$ cat src/rtl/zq_sched_pkg.sv
package zq_sched_pkg;
   typedef enum logic [1:0] {
      STEP_HOLD = 2'd0,
      STEP_UP   = 2'd1,
      STEP_DOWN = 2'd2
   } zq_step_e;
endpackage

$ cat src/rtl/zq_sat_counter.sv
// Up-counter that stops at LIMIT; synchronous clear has priority.
module zq_sat_counter #(
   parameter int LIMIT = 31,
   parameter int W     = $clog2(LIMIT + 1)
) (
   input  logic         clk,
   input  logic         rst_n,
   input  logic         clr,
   input  logic         inc,
   output logic [W-1:0] cnt,
   output logic         full
);
   localparam logic [W-1:0] LIM = W'(LIMIT);

   if (LIMIT < 1) begin : g_bad_limit
      $error("zq_sat_counter: LIMIT must be at least 1");
   end

   assign full = (cnt == LIM);

   always_ff @(posedge clk or negedge rst_n) begin
      if (!rst_n)
         cnt <= '0;
      else if (clr)
         cnt <= '0;
      else if (inc && !full)
         cnt <= cnt + W'(1);
   end
endmodule

$ cat src/rtl/zq_step_decider.sv
// Chooses the direction of the next single-step move.
module zq_step_decider
   import zq_sched_pkg::*;
#(
   parameter int CODE_W = 6
) (
   input  logic [CODE_W-1:0] cur_code,
   input  logic [CODE_W-1:0] want_code,
   output zq_step_e          step
);
   always_comb begin
      if (want_code > cur_code)
         step = STEP_UP;
      else if (want_code < cur_code)
         step = STEP_DOWN;
      else
         step = STEP_HOLD;
   end
endmodule

$ cat src/rtl/zq_code_reg.sv
// Holds the applied code and produces the change strobe.
module zq_code_reg
   import zq_sched_pkg::*;
#(
   parameter int CODE_W = 6
) (
   input  logic              clk,
   input  logic              rst_n,
   input  logic              force_min,
   input  logic [CODE_W-1:0] min_code,
   input  logic              apply,
   input  zq_step_e          step,
   output logic [CODE_W-1:0] code,
   output logic              strobe,
   output logic              changing
);
   localparam logic [CODE_W-1:0] MID = {1'b1, {(CODE_W-1){1'b0}}};

   logic [CODE_W-1:0] nxt;

   always_comb begin
      nxt = code;
      if (force_min)
         nxt = min_code;
      else if (apply) begin
         case (step)
            STEP_UP:   nxt = code + CODE_W'(1);
            STEP_DOWN: nxt = code - CODE_W'(1);
            default:   nxt = code;
         endcase
      end
   end

   assign changing = (nxt != code);

   always_ff @(posedge clk or negedge rst_n) begin
      if (!rst_n) begin
         code   <= MID;
         strobe <= 1'b0;
      end else begin
         code   <= nxt;
         strobe <= changing;
      end
   end
endmodule

$ cat src/rtl/zq_update_sched.sv
module zq_update_sched
   import zq_sched_pkg::*;
#(
   parameter int CODE_W       = 6,
   parameter int GAP          = 32,
   parameter int SETTLE       = 1024,
   parameter bit MIN_IMP_HIGH = 1'b1
) (
   input  logic              clk,
   input  logic              rst_n,
   input  logic              rd_cycle,
   input  logic              oe_n,
   input  logic              fixed_mode,
   input  logic [CODE_W-1:0] target_code,
   output logic [CODE_W-1:0] code,
   output logic              upd_stb,
   output logic              settled
);
   localparam int GAP_LIM = GAP - 1;
   localparam int GAP_W   = $clog2(GAP_LIM + 1);
   localparam int SET_W   = $clog2(SETTLE + 1);

   if (CODE_W < 2) begin : g_bad_width
      $error("zq_update_sched: CODE_W must be at least 2");
   end
   if (GAP < 2) begin : g_bad_gap
      $error("zq_update_sched: GAP must be at least 2");
   end
   if (SETTLE < 1) begin : g_bad_settle
      $error("zq_update_sched: SETTLE must be at least 1");
   end

   logic [CODE_W-1:0] min_code;
   if (MIN_IMP_HIGH) begin : g_min_ones
      assign min_code = '1;
   end else begin : g_min_zero
      assign min_code = '0;
   end

   logic             drive_now;
   logic             gap_ready;
   logic             apply;
   logic             changing;
   logic [GAP_W-1:0] gap_cnt;
   logic [SET_W-1:0] set_cnt;
   zq_step_e         step;

   assign drive_now = rd_cycle & ~oe_n;
   assign apply     = gap_ready & ~drive_now & ~fixed_mode & (step != STEP_HOLD);

   zq_sat_counter #(.LIMIT(GAP_LIM), .W(GAP_W)) u_gap (
      .clk  (clk),
      .rst_n(rst_n),
      .clr  (changing),
      .inc  (1'b1),
      .cnt  (gap_cnt),
      .full (gap_ready)
   );

   zq_sat_counter #(.LIMIT(SETTLE), .W(SET_W)) u_settle (
      .clk  (clk),
      .rst_n(rst_n),
      .clr  (1'b0),
      .inc  (~rd_cycle),
      .cnt  (set_cnt),
      .full (settled)
   );

   zq_step_decider #(.CODE_W(CODE_W)) u_dec (
      .cur_code (code),
      .want_code(target_code),
      .step     (step)
   );

   zq_code_reg #(.CODE_W(CODE_W)) u_code (
      .clk      (clk),
      .rst_n    (rst_n),
      .force_min(fixed_mode),
      .min_code (min_code),
      .apply    (apply),
      .step     (step),
      .code     (code),
      .strobe   (upd_stb),
      .changing (changing)
   );
endmodule

$ cat config.mk
export PLATFORM = sky130hd
export DESIGN_NAME = zq_update_sched
export DESIGN_NICKNAME = d
export VERILOG_FILES = /design/src/rtl/zq_sched_pkg.sv /design/src/rtl/zq_sat_counter.sv /design/src/rtl/zq_step_decider.sv /design/src/rtl/zq_code_reg.sv /design/src/rtl/zq_update_sched.sv
export SDC_FILE = /design/constraint.sdc
export NUM_CORES = 1
export LEC_CHECK = 0
export CAP_MARGIN = 20
export CORE_MARGIN = 2
export CORE_UTILIZATION = 35
export CTS_BUF_LIST = sky130_fd_sc_hd__clkbuf_4
export DETAILED_ROUTE_END_ITERATION = 10
export PLACE_DENSITY = 0.54
export SLEW_MARGIN = 30
export SYNTH_ARGS = -nofsm -noshare
export SYNTH_HDL_FRONTEND = slang
export SYNTH_SLANG_ARGS = --single-unit
$ cat constraint.sdc
create_clock -name clk -period 8.55 [get_ports clk]
set_clock_uncertainty 0.2 [all_clocks]
set_input_delay 2.1375 -clock clk [delete_from_list [all_inputs] [get_ports clk]]
set_output_delay 2.1375 -clock clk [all_outputs]
set_load 0.01 [all_outputs]
# After elaboration in Yosys (flattened, before gate mapping)
# Cells that the tools add are included.
[word_totals]
register_bits = 23
latch_bits = 0
ramBits = 0
mem_bits_ro = 0
in_bits = 11
output_inout_bits = 8
elab_cells = 34
n_memories = 0
[op_classes]
n_addsub = 4
n_mul = 0
n_div = 0
n_lt_le_gt_ge = 2
n_eq_ne = 6
shift = 0
n_mux = 7
bitwise = 8
reduce_logical = 3
[op_table]
columns = ["op", "n"]
rows = [
  ["6-bit two-way mux", 2],
  ["6-bit one-hot mux with 2 select lines", 1],
  ["11-bit by 1-bit adder with 11-bit output, second input constant", 1],
  ["11-bit == test, second input constant", 1],
  ["5-bit two-way mux", 2],
  ["6-bit by 1-bit adder with 6-bit output, second input constant", 1],
  ["6-bit > comparator", 1],
  ["6-bit < comparator", 1],
  ["6-bit inequality test", 1],
  ["6-bit by 1-bit subtractor with 6-bit output, second input constant", 1],
  ["5-bit by 1-bit adder with 5-bit output, second input constant", 1],
  ["5-bit == test, second input constant", 1],
  ["1-bit bitwise AND", 4],
  ["2-bit two-way mux", 2],
  ["1-bit inverter", 4],
  ["2-bit by 1-bit == test with 1-bit output, second input constant", 1],
  ["2-bit == test, second input constant", 1],
  ["2-bit by 1-bit inequality test with 1-bit output, second input constant", 1],
  ["2-bit nonzero test", 1],
  ["1-bit logical AND", 1],
  ["1-bit zero test", 1],
]

# Depth between registers and ports, before layout
# Gate-level depths: netlist of run 1.
[logic_depth]
depth_word = 10
ltp_mapped = 11

# Hierarchy
# From an unflattened synthesis of run 1, not the netlist that was laid out.
[unflattened]
cells_unflattened = 206
area_unflattened_um2 = 1813.0
[by_module_without_submodules]
columns = ["mod", "instances", "cells_each", "area_per_inst_um2", "seq_area_each_um2"]
rows = [
  ["zq_sat_counter (u_settle)", 1, 78, 705.7, 275.3],
  ["zq_code_reg", 1, 77, 665.6, 176.4],
  ["zq_sat_counter (u_gap)", 1, 23, 249.0, 125.1],
  ["zq_step_decider", 1, 23, 161.4, 0.0],
  ["zq_update_sched", 1, 5, 31.3, 0.0],
]

# Least setup slack after synthesis of run 1
# No wires, ideal clock.
[synth_path]
kind = "input to register"
startpoint = "in target_code[1]"
endpoint = "reg u_code.code[5]"
setup_ps = 94
t_arrival_ps = 4103
required_ps = 8256
path_slack_ps = 4152
cell_stages = 9
path_buffers = 0
cell_sequence = "ha_1 > nor2b_1 > o21ai_0 > and2_1 > ha_1 > or2_2 > a22o_1 > a311oi_1 > a41oi_1"
[synth_between]
elab_chain_cells = 7
elab_cells_between_ends = 11
cone_classes = "order compare: 2; eq/ne: 2; mux: 5; bitwise: 1; reduce/logical: 1"
[synth_lines]
columns = ["item", "line", "text"]
rows = [
  ["start: declaration", "zq_update_sched.sv:14", "input logic [CODE_W-1:0] target_code,"],
  ["6-bit < comparator", "zq_step_decider.sv:14", "else if (want_code < cur_code)"],
  ["2-bit two-way mux", "zq_step_decider.sv:14", ""],
  ["2-bit two-way mux (*)", "zq_step_decider.sv:12", "if (want_code > cur_code)"],
  ["2-bit == test (tied with other cells)", "zq_code_reg.sv:26", "case (step)"],
  ["6-bit one-hot mux with 2 select lines or 1-bit bitwise AND (tied branches)", "zq_code_reg.sv:26, zq_update_sched.sv:49", ""],
  ["6-bit two-way mux (*)", "zq_code_reg.sv:25", "else if (apply) begin"],
  ["6-bit two-way mux (*)", "zq_code_reg.sv:23", "if (force_min)"],
  ["named net u_code.nxt[5]", "zq_code_reg.sv:19", "logic [CODE_W-1:0] nxt;"],
  ["end signal: assignment", "zq_code_reg.sv:41", "code <= nxt;"],
  ["end: declaration", "zq_code_reg.sv:13", "output logic [CODE_W-1:0] code,"],
]
# Mark *: on every way through the listed nets, which the timed path passes. The rest lies on a longest branch.
# A chain may end at the register's enable or synchronous reset.

# Worst setup path in the final report of run 1
# Same ends and word-level chain as after synthesis.

==> impl_metrics.csv, run 1 <==
group,metric,value,unit
place,pre_cts_ws,3480,ps
sta,hold_viol,0,
worst_setup_path,reg2reg_depth,11,
place,dp_hpwl,2030,um
sta,relSlewSlack,61.6,%
floorplanning,die_w,67.2,um
sta,tns,0,ps
sta,rsz0062_at_grt,"false",
hold_path,hold_end,"u_settle.cnt[10]$_DFFE_PN0P_",
final_layout,drive_gt1_share,6.49,%
final_layout,layout_common_cells,"dfrtp_1, clkdlybuf4s50_1, nor2_1, ha_1, xnor2_1",
detailed_routing,routed_wl,2610,um
final_layout,register_area,577,um2
pwr,cellLeakagePower,0.733,nW
pwr,p_per_area,191,mW/mm2
place,gp_congestion,0.742,
final_layout,antenna_cells,0,
worst_setup_path,regToRegStartpoint,"u_code.code[5]$_DFF_PN1_",
worst_setup_path,cpPeakStageDelay,410,ps
worst_setup_path,crit_path_top_delay_cell,"clkdlybuf4s50_1",
global_route,grt_max_degree,24,
clock_tree,ctsResizeCount,0,
worst_setup_path,crit_type,"input pin to flop",
yosys,synth_cells,134,
hold_path,hp-start,"u_settle.cnt[10]$_DFFE_PN0P_",
floorplanning,core,0.00374,mm2
sta,worst_pin_slew,577,ps
global_route,grt.overflow.total,0,
worst_setup_path,crit_family,"compound AO/OA/AOI/OAI gates",
yosys,yosysWarnings,0,
floorplanning,fp-row-count,22,
yosys,ys_ff_latch,23,
hold_path,hold_path_class,"flop to flop",
hold_path,holdPathStages,1,
detailed_routing,drt_iter0_drc,39,
floorplanning,ios,19,
outcome,status,"complete, no violations",
final_layout,multi_input_area,771,um2
clock_tree,clkTransAtPathRegs,150,ps
yosys,mappedNetlistArea,0.00140,mm2
global_route,grt_use_total,12.9,%
sta,min_period_over_period,55.9,%
floorplanning,start_util,37.3,%
detailed_routing,via_per_inst,5.04,
yosys,synth.distinct_cells,38,
global_route,grt_pass1_wl,4500,um
detailed_routing,drc,0,
yosys,syn_avg_cell_area,10.4,um2
detailed_routing,first_pass_iters,4,
global_route,grt_antenna_before_repair,0,
detailed_routing,wl_per_cell,12.9,um
detailed_routing,num_vias,1018,
yosys,synth.largest_area_cell,"dfrtp_1",
sta,period_needed,4780,ps
yosys,synth.top_cell.area_share,39.4,%
clock_tree,cts_hold_buf,0,
worst_setup_path,critPathBufInv,1,
sta,fmax,209,MHz
clock_tree,cts_buffers,3,
global_route,grt_pass1_vias,1050,
clock_tree,root_buffer,"clkbuf_4",
detailed_routing,drtAntennaViolNets,0,
worst_setup_path,path_cells,"clkdlybuf4s50_1 > ha_1 > nor2b_1 > o21ai_0 > and2_1 > ha_1 > a211oi_1 > o21ai_0 > a22o_1 > a311oi_1 > a41oi_1",
place,io_buffers,18,
yosys,synth-edff-count,0,
floorplanning,dieArea,0.00451,mm2
worst_setup_path,r2r_setup_slack,5410,ps
yosys,synth.area.top_cells,"dfrtp_1, ha_1, xnor2_1",
run,cap_violations,0,
final_layout,nFillCells,355,
yosys,syn_nets,160,
worst_setup_path,worst_setup_path_start_kind,"input pin",
worst_setup_path,reg2reg_to,"u_code.code[5]$_DFF_PN1_",
clock_tree,post_cts_buffers,0,
yosys,async_flop_share,100,%
clock_tree,clock-sinks,23,
clock_tree,cts_buffer_depth,2,
final_layout,layout_commonest_cell,"dfrtp_1",
final_layout,syn_to_final_growth,17.8,%
worst_setup_path,required,8570,ps
worst_setup_path,cp.depth,11,
worst_setup_path,worstPathMaxFanout,5,
pwr,vdd_drop_max,84.7,uV
sta,finalMaxSlewViolations,0,
yosys,synth_ff_type,"dfrtp_1",
worst_setup_path,crit_arrival,4790,ps
clock_tree,clock_latency,320,ps
final_layout,nets,181,
floorplanning,dieHeight,67.2,um
clock_tree,cts_tree,"yes",
clock_tree,htreeDepth,1,
sta,setup_viol,0,
yosys,yosysSeqAreaShare,41.3,%
sta,fin_ws,3770,ps
worst_setup_path,cp-end-kind,"flop",
through the flow:
stage	std cells	cell area, um2	hold slack, ps	total power, mW	utilization, %
floorplan	134	1400	238	0.234	-
global placement	198	1620	254	0.259	43.3
detailed placement	198	1620	268	0.263	43.2
CTS	202	1650	290	0.319	44.0
global route	202	1650	315	0.342	44.0
finish	202	1650	285	0.314	44.0
logic make-up (layout without fill, tap and decap cells):
logic type / Yosys count / count (layout) / share of synthesized area [%]
AOI/OAI and AO/OA: 22 / 22 / 12.3
xor gates and xnor gates: 17 / 17 / 10.7
adders and majority gates: 15 / 15 / 14.0
buffers and inverters: 11 / 31 / 3.58
DFF: 23 / 23 / 41.3
muxes: 2 / 2 / 1.43
and+or+nand+nor: 44 / 44 / 16.8
where the power goes:
part | leakage (nW) | total, mW | internal [mW] | switching [mW]
registers | 0.271 | 0.166 | 0.139 | 0.0270
logic | 0.448 | 0.0944 | 0.0490 | 0.0455
clock network | 0.0139 | 0.0540 | 0.0178 | 0.0361
total | 0.733 | 0.314 | 0.205 | 0.109
final cells by class:
class / instances / share of cell area (%)
clock buffer: 3 / 1.37
clock inverter: 1 / 0.456
inverter: 9 / 2.05
multi-input combinational: 100 / 46.8
sequential: 23 / 35.0
tap: 48 / 3.65
timing repair buffer: 18 / 10.6
how the worst max path moves through the flow:
stage | from | endpoint | slack [ps]
final | target_code[1] | u_code.code[5]$_DFF_PN1_ | 3770
after global routing | target_code[1] | u_code.code[5]$_DFF_PN1_ | 3650
after CTS | target_code[1] | u_code.code[5]$_DFF_PN1_ | 3820
after detailed placement | target_code[1] | u_code.code[5]$_DFF_PN1_ | 3480
after global placement | target_code[5] | u_code.code[4]$_DFF_PN0_ | 3560
after floorplan | target_code[1] | u_code.code[5]$_DFF_PN1_ | 4150
per-layer routing:
metal / vias up / GRT usage [%] / wire, um / part of all wire (%)
met1: 488 / 16.8 / 1250 / 48
met2: 19 / 22.4 / 1250 / 48
li1: 509 / - / - / -
met5: - / 0 / 0 / 0
met4: 0 / 3.06 / 10 / 0.38
met3: 2 / 2.17 / 102 / 3.9
Yosys cell counts (2+ instances only):
cell type,number
nor2_1,14
nand2_1,9
xor2_1,6
dfrtp_1,22
ha_1,14
a21oi_1,2
nand4_1,3
and3_1,3
a211o_1,4
o21ai_0,4
inv_1,9
nor2b_1,2
a21o_1,2
mux2i_1,2
a21oi_2,2
xnor2_1,11
nand4b_1,2
nand2b_1,3
sequential cells by signal (all words and copies together) (netlist names):
name	flops
u_code.strobe	1
u_code.code	6
u_settle.cnt	11
u_gap.cnt	5
No activity file was read; power rests on OpenSTA's default activity.
==> inputs of run 2 (changes only) <==
--- a/config.mk
+++ b/config.mk
@@ -10,7 +10,7 @@
 export CORE_UTILIZATION = 35
 export CTS_BUF_LIST = sky130_fd_sc_hd__clkbuf_4
 export DETAILED_ROUTE_END_ITERATION = 10
-export PLACE_DENSITY = 0.54
+export PLACE_DENSITY = 0.56
 export SLEW_MARGIN = 30
 export SYNTH_ARGS = -nofsm -noshare
 export SYNTH_HDL_FRONTEND = slang
==> constraint.sdc (replaced) <==
create_clock -name clk -period 3.9 [get_ports clk]
set_clock_uncertainty 0.2 [all_clocks]
set_input_delay 0.975 -clock clk [delete_from_list [all_inputs] [get_ports clk]]
set_output_delay 0.975 -clock clk [all_outputs]
set_load 0.01 [all_outputs]
==> run 2 against run 1 <==
Compared with the run above: cell count increased by 0.50%; combinational power increased by 130%; flip-flop and latch count unchanged; first-iteration DRC count decreased by 56%; worst setup slack got worse by 3500 ps; count of clock-buffer cells in the layout unchanged; global-route usage increased by 1.2 points; final area increased by 0.30%; critical path depth unchanged; via count increased by 0.49%; register-to-register slack got worse by 4600 ps; largest power group unchanged.
==> impl_metrics.csv, run 2 (synthesized netlist as in run 1, its figures left out) <==
group,metric,value,unit
outcome,status,"complete, no violations",
clock_tree,cts_tree,"yes",
worst_setup_path,worstPathMaxFanout,5,
worst_setup_path,cpPeakStageDelay,420,ps
worst_setup_path,crit_arrival,3620,ps
place,placed_cells,199,
hold_path,hold_path_class,"flop to flop",
floorplanning,fp-row-count,22,
place,gp_congestion,0.819,
place,dp_hpwl,2150,um
detailed_routing,drt_iter0_drc,17,
detailed_routing,wl_per_cell,13.7,um
global_route,grt_use_total,14.2,%
final_layout,largest_reg_flops,11,
final_layout,antenna_cells,0,
worst_setup_path,crit_family,"compound AO/OA/AOI/OAI gates",
detailed_routing,via_per_inst,5.04,
sta,fin_ws,295,ps
global_route,grt_antenna_before_repair,0,
clock_tree,ctsResizeCount,0,
clock_tree,cts_hold_buf,0,
final_layout,stdcell_count,203,
sta,hold_viol,0,
sta,tns,0,ps
final_layout,reg_top3,"u_settle.cnt x11, u_code.code x6, u_gap.cnt x5",
sta,fin_hold_ws,307,ps
final_layout,nets,182,
detailed_routing,num_vias,1023,
sta,min_period_over_period,92.4,%
sta,fmax,277,MHz
worst_setup_path,critPathBufInv,1,
floorplanning,start_util,37.3,%
detailed_routing,drc,0,
run,cap_violations,0,
detailed_routing,routed_wl,2780,um
final_layout,layout_common_cells,"dfrtp_1, clkdlybuf4s50_1, nor2_1, ha_1, xnor2_1",
detailed_routing,topRoutingLayerUsed,"met4",
clock_tree,root_buffer,"clkbuf_4",
clock_tree,cts_buffer_depth,2,
detailed_routing,first_pass_iters,4,
worst_setup_path,path_cells,"clkdlybuf4s50_1 > ha_1 > nor2b_1 > o21ai_0 > and2_1 > ha_1 > a211oi_1 > o21ai_0 > a22o_1 > a311oi_1 > a41oi_1",
sta,finalMaxSlewViolations,0,
clock_tree,cts_buffers,3,
worst_setup_path,worst_setup_path_start_kind,"input pin",
sta,relSlewSlack,60.2,%
pwr,p_per_area,419,mW/mm2
worst_setup_path,crit_path_top_delay_cell,"clkdlybuf4s50_1",
final_layout,drive_gt1_share,7.10,%
clock_tree,clkTransAtPathRegs,130,ps
floorplanning,core,0.00374,mm2
detailed_routing,drtAntennaViolNets,0,
final_layout,layout_commonest_cell,"dfrtp_1",
clock_tree,post_cts_buffers,0,
place,pre_cts_ws,-21.5,ps
floorplanning,die_w,67.2,um
sta,rsz0062_at_grt,"false",
detailed_routing,wl_met1,1350,um
worst_setup_path,cp-end-kind,"flop",
place,io_buffers,18,
sta,period_needed,3600,ps
final_layout,regMostFlops,"u_settle.cnt",
sta,setup_viol,0,
pwr,cellLeakagePower,0.742,nW
pwr,total_power,0.692,mW
final_layout,stdcell_area,0.00165,mm2
clock_tree,clock-sinks,23,
global_route,grt_max_degree,24,
place,dpl_cell_area,0.00162,mm2
clock_tree,clock_latency,310,ps
pwr,vdd_drop_max,243,uV
final_layout,nFillCells,377,
detailed_routing,wl_met2,1300,um
sta,worst_pin_slew,596,ps
global_route,grt_pass1_wl,4860,um
final_layout,utilization,44.1,%
floorplanning,ios,19,
global_route,grt.overflow.total,0,
clock_tree,htreeDepth,1,
floorplanning,dieArea,0.00451,mm2
detailed_routing,wl_met3,91,um
global_route,grt_pass1_vias,1042,
worst_setup_path,required,3920,ps
floorplanning,dieHeight,67.2,um
final_layout,syn_to_final_growth,18.2,%
worst_setup_path,crit_type,"input pin to flop",
[run 2: cell types whose count changed in the layout (fill, tap and decap cells not counted)]
cell / previous run / this run
buf_4: 0 / 1
clkinv_2: 0 / 1
clkinvlp_4: 1 / 0
[run 2: worst register-to-register path, stage by stage (launching register included)]
cell	delay [ps]
dfstp_2	580
inv_1	70
ha_1	320
and4_1	220
o21ai_0	150
and2_1	270
ha_1	330
a211oi_1	210
o21ai_0	140
a22o_1	210
a311oi_1	260
a41oi_1	80
[run 2: power by group]
part	switching (mW)	internal, mW	total (mW)
clock	0.0739	0.0383	0.112
sequential	0.0620	0.304	0.366
combinational	0.105	0.109	0.214
total	0.240	0.451	0.692
[run 2: cell type report]
| cell class | instances | area (um2) | share of cell area, % |
|---|---|---|---|
| multi-input combinational | 100 | 771 | 46.7 |
| sequential | 23 | 577 | 34.9 |
| timing repair buffer | 19 | 183 | 11.1 |
| tap | 48 | 60.1 | 3.64 |
| inverter | 9 | 33.8 | 2.05 |
| clock buffer | 3 | 22.5 | 1.36 |
| clock inverter | 1 | 5.00 | 0.303 |
[run 2: routing by layer]
metal,vias up,global-route usage (%)
met5,-,0
li1,513,-
met3,4,2.50
met2,19,23.8
met1,487,17.9
met4,0,6.12
[run 2: path summary, 6_finish.rpt]
path	start	to	slack, ps	depth (start not counted)
min in group asynchronous	rst_n	u_settle.cnt[8]$_DFFE_PN0P_	420	1
max reg2reg	u_code.code[5]$_DFF_PN1_	u_code.code[5]$_DFF_PN1_	780	11
min reg2reg	u_settle.cnt[10]$_DFFE_PN0P_	u_settle.cnt[10]$_DFFE_PN0P_	310	1
min	u_settle.cnt[10]$_DFFE_PN0P_	u_settle.cnt[10]$_DFFE_PN0P_	310	1
max in group asynchronous	rst_n	u_code.code[5]$_DFF_PN1_	2570	2
max	target_code[1]	u_code.code[5]$_DFF_PN1_	300	11
